**src/rtl/sr_pkg.sv**
```systemverilog
package sr_pkg;

    typedef enum logic [1:0] {
        ST_IDLE  = 2'd0,
        ST_RUN   = 2'd1,
        ST_WAIT  = 2'd2,
        ST_PAUSE = 2'd3
    } run_state_e;

    typedef struct packed {
        logic trace_clr;
        logic fifo_rst;
        logic dummy_rd;
        logic tail_on_out;
        logic halt_drop;
        logic halt;
        logic pause;
        logic enable;
    } ctl_word_t;

    localparam ctl_word_t CTL_RESET = '{
        trace_clr: 1'b0, fifo_rst: 1'b0, dummy_rd: 1'b0, tail_on_out: 1'b0,
        halt_drop: 1'b0, halt: 1'b1, pause: 1'b0, enable: 1'b0
    };

    function automatic logic [3:0] state_onehot(run_state_e s);
        logic [3:0] v;
        v = 4'b0000;
        v[s] = 1'b1;
        return v;
    endfunction

endpackage

```
**src/rtl/sr_ctlreg.sv**
```systemverilog
module sr_ctlreg
    import sr_pkg::*;
(
    input  logic      clk,
    input  logic      rst,
    input  logic      we,
    input  ctl_word_t wdata,
    output ctl_word_t cfg,
    output logic      fifo_pulse,
    output logic      clr_now
);
    ctl_word_t held;

    always_ff @(posedge clk) begin
        if (rst) begin
            held       <= CTL_RESET;
            fifo_pulse <= 1'b0;
        end else begin
            fifo_pulse <= we & wdata.fifo_rst;
            if (we) begin
                held           <= wdata;
                held.fifo_rst  <= 1'b0;
                held.trace_clr <= 1'b0;
            end
        end
    end

    assign cfg     = held;
    assign clr_now = we & wdata.trace_clr;
endmodule

```
**src/rtl/sr_fsm.sv**
```systemverilog
module sr_fsm
    import sr_pkg::*;
(
    input  logic       clk,
    input  logic       rst,
    input  logic       enable,
    input  logic       pause,
    input  logic       halt,
    input  logic       halt_drop,
    input  logic       wb_done,
    output run_state_e state,
    output logic       discard
);
    run_state_e nxt;
    logic       stop_req;

    assign stop_req = halt | ~enable;

    always_comb begin
        nxt = state;
        unique case (state)
            ST_IDLE:
                if (enable && !halt) nxt = pause ? ST_PAUSE : ST_RUN;
            ST_RUN, ST_PAUSE:
                if (stop_req)   nxt = halt_drop ? ST_IDLE : ST_WAIT;
                else if (pause) nxt = ST_PAUSE;
                else            nxt = ST_RUN;
            ST_WAIT:
                if (wb_done || halt_drop) nxt = ST_IDLE;
            default: nxt = ST_IDLE;
        endcase
    end

    always_ff @(posedge clk) begin
        if (rst) begin
            state   <= ST_IDLE;
            discard <= 1'b0;
        end else begin
            state   <= nxt;
            discard <= (state != ST_IDLE) && (nxt == ST_IDLE) && halt_drop;
        end
    end
endmodule

```
**src/rtl/sr_tail.sv**
```systemverilog
module sr_tail #(
    parameter int TRAIL_W   = 16,
    parameter int BEAT_BITS = 8
) (
    input  logic               clk,
    input  logic               rst,
    input  logic               in_idle,
    input  logic               in_run,
    input  logic               eof,
    input  logic [TRAIL_W-1:0] trail_bits,
    input  logic               count_evt,
    output logic               active,
    output logic               done
);
    localparam logic [TRAIL_W-1:0] BEAT = TRAIL_W'(BEAT_BITS);

    logic [TRAIL_W-1:0] remain;

    always_ff @(posedge clk) begin
        if (rst || in_idle) begin
            active <= 1'b0;
            remain <= '0;
            done   <= 1'b0;
        end else begin
            done <= 1'b0;
            if (eof) begin
                if (trail_bits == '0) begin
                    active <= 1'b0;
                    remain <= '0;
                    done   <= 1'b1;
                end else begin
                    active <= 1'b1;
                    remain <= trail_bits;
                end
            end else if (active && in_run && count_evt) begin
                if (remain <= BEAT) begin
                    remain <= '0;
                    active <= 1'b0;
                    done   <= 1'b1;
                end else begin
                    remain <= remain - BEAT;
                end
            end
        end
    end
endmodule

```
**src/rtl/sr_eoftrk.sv**
```systemverilog
module sr_eoftrk #(
    parameter int BYTE_W    = 14,
    parameter int BEAT_BITS = 8
) (
    input  logic              clk,
    input  logic              rst,
    input  logic              eof,
    input  logic              rd,
    input  logic              clr,
    output logic              valid,
    output logic              lost,
    output logic [BYTE_W-1:0] bytes
);
    localparam logic [BYTE_W-1:0] STEP = BYTE_W'(BEAT_BITS / 8);

    logic [BYTE_W-1:0] run_cnt, cap;
    logic              valid_n, lost_n;
    logic [BYTE_W-1:0] bytes_n;

    assign cap = run_cnt + (rd ? STEP : '0);

    always_comb begin
        valid_n = clr ? 1'b0 : valid;
        lost_n  = clr ? 1'b0 : lost;
        bytes_n = clr ? '0   : bytes;
        if (eof) begin
            if (!valid_n) begin
                bytes_n = cap;
                valid_n = 1'b1;
            end else begin
                lost_n = 1'b1;
            end
        end
    end

    always_ff @(posedge clk) begin
        if (rst) begin
            run_cnt <= '0;
            valid   <= 1'b0;
            lost    <= 1'b0;
            bytes   <= '0;
        end else begin
            run_cnt <= eof ? '0 : cap;
            valid   <= valid_n;
            lost    <= lost_n;
            bytes   <= bytes_n;
        end
    end
endmodule

```
**src/rtl/stream_runctl.sv**
```systemverilog
module stream_runctl
    import sr_pkg::*;
#(
    parameter int TRAIL_W   = 16,
    parameter int BYTE_W    = 14,
    parameter int BEAT_BITS = 8
) (
    input  logic               clk,
    input  logic               rst,
    input  logic               ctl_we,
    input  logic [7:0]         ctl_wdata,
    output logic [7:0]         ctl_rdata,
    input  logic [TRAIL_W-1:0] trail_bits,
    input  logic               ev_in_rd,
    input  logic               ev_out_wr,
    input  logic               ev_eof,
    input  logic               ev_wb_done,
    output logic               run_en,
    output logic               dummy_in,
    output logic               wb_discard,
    output logic               fifo_rst_pulse,
    output logic               tail_done,
    output logic [3:0]         st_onehot,
    output logic               eof_valid,
    output logic               eof_lost,
    output logic [BYTE_W-1:0]  eof_bytes
);
    ctl_word_t  cfg;
    logic       clr_now;
    run_state_e state;
    logic       tail_active;
    logic       count_evt;

    sr_ctlreg u_ctl (
        .clk        (clk),
        .rst        (rst),
        .we         (ctl_we),
        .wdata      (ctl_word_t'(ctl_wdata)),
        .cfg        (cfg),
        .fifo_pulse (fifo_rst_pulse),
        .clr_now    (clr_now)
    );

    sr_fsm u_fsm (
        .clk       (clk),
        .rst       (rst),
        .enable    (cfg.enable),
        .pause     (cfg.pause),
        .halt      (cfg.halt),
        .halt_drop (cfg.halt_drop),
        .wb_done   (ev_wb_done),
        .state     (state),
        .discard   (wb_discard)
    );

    assign run_en    = (state == ST_RUN);
    assign dummy_in  = run_en & tail_active & cfg.dummy_rd;
    assign count_evt = cfg.tail_on_out ? ev_out_wr : (ev_in_rd | dummy_in);

    sr_tail #(.TRAIL_W(TRAIL_W), .BEAT_BITS(BEAT_BITS)) u_tail (
        .clk        (clk),
        .rst        (rst),
        .in_idle    (state == ST_IDLE),
        .in_run     (run_en),
        .eof        (ev_eof),
        .trail_bits (trail_bits),
        .count_evt  (count_evt),
        .active     (tail_active),
        .done       (tail_done)
    );

    sr_eoftrk #(.BYTE_W(BYTE_W), .BEAT_BITS(BEAT_BITS)) u_eof (
        .clk   (clk),
        .rst   (rst),
        .eof   (ev_eof),
        .rd    (ev_in_rd),
        .clr   (clr_now),
        .valid (eof_valid),
        .lost  (eof_lost),
        .bytes (eof_bytes)
    );

    assign ctl_rdata = cfg;
    assign st_onehot = state_onehot(state);
endmodule

```
**config.mk**
```make
export PLATFORM = sky130hd
export DESIGN_NAME = stream_runctl
export DESIGN_NICKNAME = d
export VERILOG_FILES = /design/src/rtl/sr_pkg.sv /design/src/rtl/sr_ctlreg.sv /design/src/rtl/sr_fsm.sv /design/src/rtl/sr_tail.sv /design/src/rtl/sr_eoftrk.sv /design/src/rtl/stream_runctl.sv
export SDC_FILE = /design/constraint.sdc
export NUM_CORES = 1
export LEC_CHECK = 0
export BUFFER_PORTS_ARGS = -buffer_cell sky130_fd_sc_hd__buf_4
export CORE_MARGIN = 3
export CORE_UTILIZATION = 45
export DETAILED_ROUTE_END_ITERATION = 12
export MAX_ROUTING_LAYER = met4
export PLACE_DENSITY_LB_ADDON = 0.08
export RECOVER_POWER = 50
export SETUP_SLACK_MARGIN = 0.02
export SKIP_CTS_REPAIR_TIMING = 1
export SYNTH_ARGS = -nofsm -noshare
export SYNTH_HDL_FRONTEND = slang
export SYNTH_SLANG_ARGS = --single-unit
```
**constraint.sdc**
```tcl
create_clock -name clk -period 2.3 [get_ports clk]
set_clock_uncertainty 0.2 [all_clocks]
set_input_delay 0.23 -clock clk [delete_from_list [all_inputs] [get_ports clk]]
set_output_delay 0.23 -clock clk [all_outputs]
set_load 0.02 [all_outputs]
```
After elaboration in Yosys (flattened, before gate mapping)
Cells that the tools add are included.
Widths: inputs -> output; s select.
Cells by class
  order comparisons: 3
  add/sub/neg operators: 2
  muxes and demuxes: 30
  equal/unequal tests: 3
  reductions and logical operators: 18
  bitwise logic cells: 7
Operator list (count)
  $mux 16: 4
  $mux 14: 3
  $le 16x4->1 const B: 1
  $logic_not 16->1: 1
  $mux 1: 16
  $sub 16x4->16 const B: 1
  $add 14x14->14: 1
  $mux 2: 5
  $logic_and 1x1->1: 6
  $pmux 2 s3: 1
  $reduce_bool 2->1: 3
  $and 1x1->1: 4
  $eq 2x2->1 const B: 2
  $logic_not 2->1: 2
  $reduce_or 2->1: 2
  $lt 2x3->1 const B: 1
  $demux 1 s2: 1
  $eq 2x1->1 const B: 1
  $ge 2x1->1 const B: 1
  $logic_or 1x1->1: 2
  $or 1x1->1: 2
  $reduce_and 2->1: 1
  $logic_not 1->1: 1
  $not 1->1: 1
Storage, ports and cells
  input bits: 31
  output and inout bits: 33
  bits in registers: 58

Logic depth before layout (Yosys ltp)
  depth after elaboration: 8
  gate-level depth with buffers: 7
  depth with buffers taken out: 7

Hierarchy
From an unflattened synthesis, not the netlist that was laid out.
Unflattened totals
  cell total of the unflattened synthesis: 313
  area, all modules: 2812.7 um^2
By module, submodules not included
  sr_eoftrk: instances 1, seq. area each 600.6 um^2, cells an instance 131, area an instance 1233.7 um^2
  sr_tail: instances 1, seq. area each 360.3 um^2, cells an instance 132, area an instance 1101.1 um^2
  sr_ctlreg: instances 1, seq. area each 140.1 um^2, cells an instance 26, area an instance 270.3 um^2
  sr_fsm: instances 1, seq. area each 60.1 um^2, cells an instance 14, area an instance 146.4 um^2
  stream_runctl: instances 1, seq. area each 0.0 um^2, cells an instance 10, area an instance 61.3 um^2

Worst setup path after synthesis
OpenSTA, ideal clock, no wires.
  path type: register to register
  start point: reg u_ctl.held, in the netlist u_ctl.cfg[5]
  end point: reg u_tail.remain[4]
  data arrival time: 1.431 ns
  stages on the path, launching flop included: 6
  clock period less this slack: 1.717 ns
  path slack: 0.583 ns
  data required time: 2.014 ns
  buffers on the path: 1
  cells stage by stage: dfxtp_1 -> or3_1 -> a31oi_2 -> buf_6 -> a21oi_1 -> a221oi_2
On the way
  word-level cells in the longest chain between the ends: 5
RTL lines
  start, declared: RTL line sr_ctlreg.sv:12  | ctl_word_t held;
  start signal, assigned: RTL line sr_ctlreg.sv:21  | held <= wdata;
  $and 1x1->1: RTL line stream_runctl.sv:57  | assign dummy_in = run_en & tail_active & cfg.dummy_rd;
  $or 1x1->1: RTL line stream_runctl.sv:58  | assign count_evt = cfg.tail_on_out ? ev_out_wr : (ev_in_rd | dummy_in);
  $mux 1: RTL line stream_runctl.sv:58
  $logic_and 1x1->1: RTL line sr_tail.sv:35  | end else if (active && in_run && count_evt) begin
  $reduce_bool 2->1 (no source line)
  end signal, assigned: RTL line sr_tail.sv:33  | remain <= trail_bits;
  end signal, assigned: RTL line sr_tail.sv:41  | remain <= remain - BEAT;
  end, declared: RTL line sr_tail.sv:17  | logic [TRAIL_W-1:0] remain;
No other way between the ends.
A chain may end at the register's enable or synchronous reset.

Worst setup path after layout
  start point: in trail_bits[10]
  end point: reg u_tail.remain[8]
On the way
  word-level cells in the longest chain between the ends: 3
RTL lines
  start, declared: RTL line stream_runctl.sv:13  | input logic [TRAIL_W-1:0] trail_bits,
  $logic_not 16->1: RTL line sr_tail.sv:27  | if (trail_bits == '0) begin
  $mux 16: RTL line sr_tail.sv:27
  $mux 16: RTL line sr_tail.sv:26  | if (eof) begin
No other way between the ends.

==> run metrics <==
Startpoint Class input pin; GRT busiest layer met2; Warnings, synthesis 0; RSZ-0062 raised after global routing false; CP required 2.32 ns; most common cell after layout, fill and taps aside dfxtp_1; area grow syn2layout 26.8%; largest net degree at the start of global routing 24; CP peak stage delay 0.54 ns; Inserted Clock Buffers 9; Hold Crit Endpoint u_tail.remain[0]; finished layout cell area 3390 um^2; CTS Buffer Depth 2; met2 Resource Use GR 27.3%; total wire length 6380 um; most frequent cells in the layout 58 x dfxtp_1, 39 x nor2_1, 33 x nand2_1, 29 x clkbuf_1, 29 x buf_4; period utilization 90.8%; CTS tree yes; GPL Wtd Cong 0.861; worst hold slack -0.0363 ns; PortBufs 61; final net count 418; Pwr Density 663 nW/um^2; kind of end point of the critical path flip-flop; Clock Sinks 58; routed vias 2,440; clk slew on worst S/H paths 0.06 ns; R2R setup slack 0.31 ns; layout cells sized above 1 16.0%; DRC Markers 0; max_cap viols 0; f_max 479 MHz; Clk Latency, worst-skew pair 0.33 ns; synthesized flop and latch total 58; worst-path cell chain dlygate4sd3_1, buf_4, nor4_1, a41oi_2, a22oi_1, o22ai_1; Avg WL per Cell 13.9 um; met1 Resource Use GR 25.1%; Final Slew Violations 0; FF-to-FF path depth 5; Min-Delay Path Depth 3; critical path depth 6; Die Ht 83.1 um; GR Layer Usage met3 6.85%; Total GRT Usage 18.9%; Yosys cell types 54; Worst R2R End u_tail.remain[0]; P_leak 0.00136 uW; run status finished with violations; worst rel slew slack 36.4%; initial antenna violation count 0; HPWL Detailed 4430 um; Post-DP Area 3130 um^2; syn_area_per_cell 8.58 um^2; Worst EP arrival 2.11 ns; Setup CP Type in2reg; final setup fails 0; die area 6910 um^2; worst min path class in2reg; Final Util 60.2%; vias in the first global route 2,182; Fin Setup TNS 0 ns; Slowest-stage cell, CP dlygate4sd3_1; CP delay by family, top compound AO/OA/AOI/OAI gates; row cnt 27; clock root cell clkbuf_8; reg2reg start u_tail.remain[5]; worst-path maximum fanout 7; start point of the worst hold path trail_bits[0]; maximum VDD drop 0.475 mV; H-tree Lvls 3; post-route ant nets 0; grt ovf 0; Mapped Cells 312; first-pass GRT wire length 10,400 um; worst slew pin tran 0.948 ns; failing checks negative hold slack; Boundary Pins 64; Buf+Inv Stages, Crit Path 2; endpoints failing hold 1; fin crit period 2.09 ns; Via-to-Cell Ratio 5.32; # diodes 0; Initial Utilization 47.4%; DR pass1 iterations 5; sequential cell area fraction in the yosys report 43.4%; starting DRC count in detailed routing 148; Post-Syn Area 2680 um^2; Placeable Area 5640 um^2; Horiz. Die Dim 83.1 um
through the flow:
stage	total power [uW]	std cells	setup WS, ns
finish	2250	459	0.211
global route	2340	459	0.0601
CTS	2260	443	0.309
detailed placement	1250	429	0.338
global placement	1250	429	0.364
floorplan	1180	313	0.583
how the worst max path moves through the flow:
stage                startpoint          endpoint  slack [ns]
5_1_grt            ctl_wdata[7]    u_eof.bytes[7]        0.06
2_1_floorplan      u_ctl.cfg[5]  u_tail.remain[4]        0.58
3_3_place_gp   u_tail.remain[5]     u_tail.active        0.36
4_1_cts        u_tail.remain[5]  u_tail.remain[0]        0.31
6_report         trail_bits[10]  u_tail.remain[8]        0.21
3_5_place_dp   u_tail.remain[5]  u_tail.remain[2]        0.34
per-layer routing:
layer | share of wire, % | vias up
li1 | - | 1230
met1 | 49 | 1112
met2 | 44 | 90
met3 | 6.6 | 8
met4 | 0.80 | 0
met5 | 0 | -
cell usage after synthesis (all sizes together):
master / count / area (um^2)
and4: 3 / 26.3
or2: 2 / 12.5
nand4: 4 / 25.0
nand2: 34 / 130
o32ai: 1 / 8.76
nor2: 39 / 146
or3: 2 / 13.8
a211oi: 2 / 15.0
o22ai: 1 / 6.26
xnor2: 10 / 87.6
a31oi: 11 / 90.1
o31ai: 1 / 7.51
nor4: 7 / 65.1
and2: 2 / 12.5
conb: 1 / 3.75
and3b: 2 / 17.5
nand3b: 1 / 7.51
o21a: 1 / 7.51
dfxtp: 58 / 1160
nand4b: 1 / 8.76
clkbuf: 9 / 33.8
nand3: 16 / 80.1
a221oi: 2 / 23.8
a211o: 1 / 8.76
a21o: 1 / 7.51
and3: 8 / 55.1
mux2i: 5 / 50.1
a22oi: 2 / 15.0
nand2b: 6 / 37.5
ha: 3 / 37.5
inv: 9 / 33.8
nor2b: 3 / 18.8
a21oi: 14 / 70.1
buf: 11 / 83.8
nor3: 4 / 36.3
o21ai: 22 / 110
xor2: 10 / 87.6
a32oi: 1 / 8.76
a2bb2oi: 1 / 8.76
a41oi: 1 / 16.3
cells by family after synthesis:
kind of cell               count (synthesis)  synth area share, %
and+or+nand+nor                          134                 25.9
AOI/OAI and AO/OA                         62                 15.1
DFF                                       58                 43.4
buffers and inverters                     29                 5.66
xor gates and xnor gates                  20                 6.54
muxes                                      5                 1.87
adders and majority gates                  3                 1.40
other                                      1                0.140
sequential cells by signal, summed over array words and instances, names as in the netlist, 2 cells and up:
signal,cells
u_ctl.cfg,6
u_eof.run_cnt,14
u_fsm.state,2
u_eof.bytes,14
u_tail.remain,16
where the power goes:
part	switching, uW	total (uW)	internal [uW]
combinational	119	213	94.5
sequential	11.6	1030	1020
clock	381	1010	626
tightest hold or removal path, delay by kind of cell:
| family | cells | cell delay, ns |
|---|---|---|
| compound gates | 1 | 0.07 |
| buf+inv | 1 | 0.09 |
| simple gates | 1 | 0.06 |
final cells by class:
class | count | area, um^2
Fill cell | 518 | 2250
Multi-Input combinational cell | 226 | 1370
Sequential cell | 58 | 1160
Timing Repair Buffer | 80 | 536
Clock buffer | 11 | 141
Tap cell | 72 | 90.1
Clock inverter | 3 | 65.1
Inverter | 9 | 33.8
Note: power is estimated with default switching activity, not from simulation.
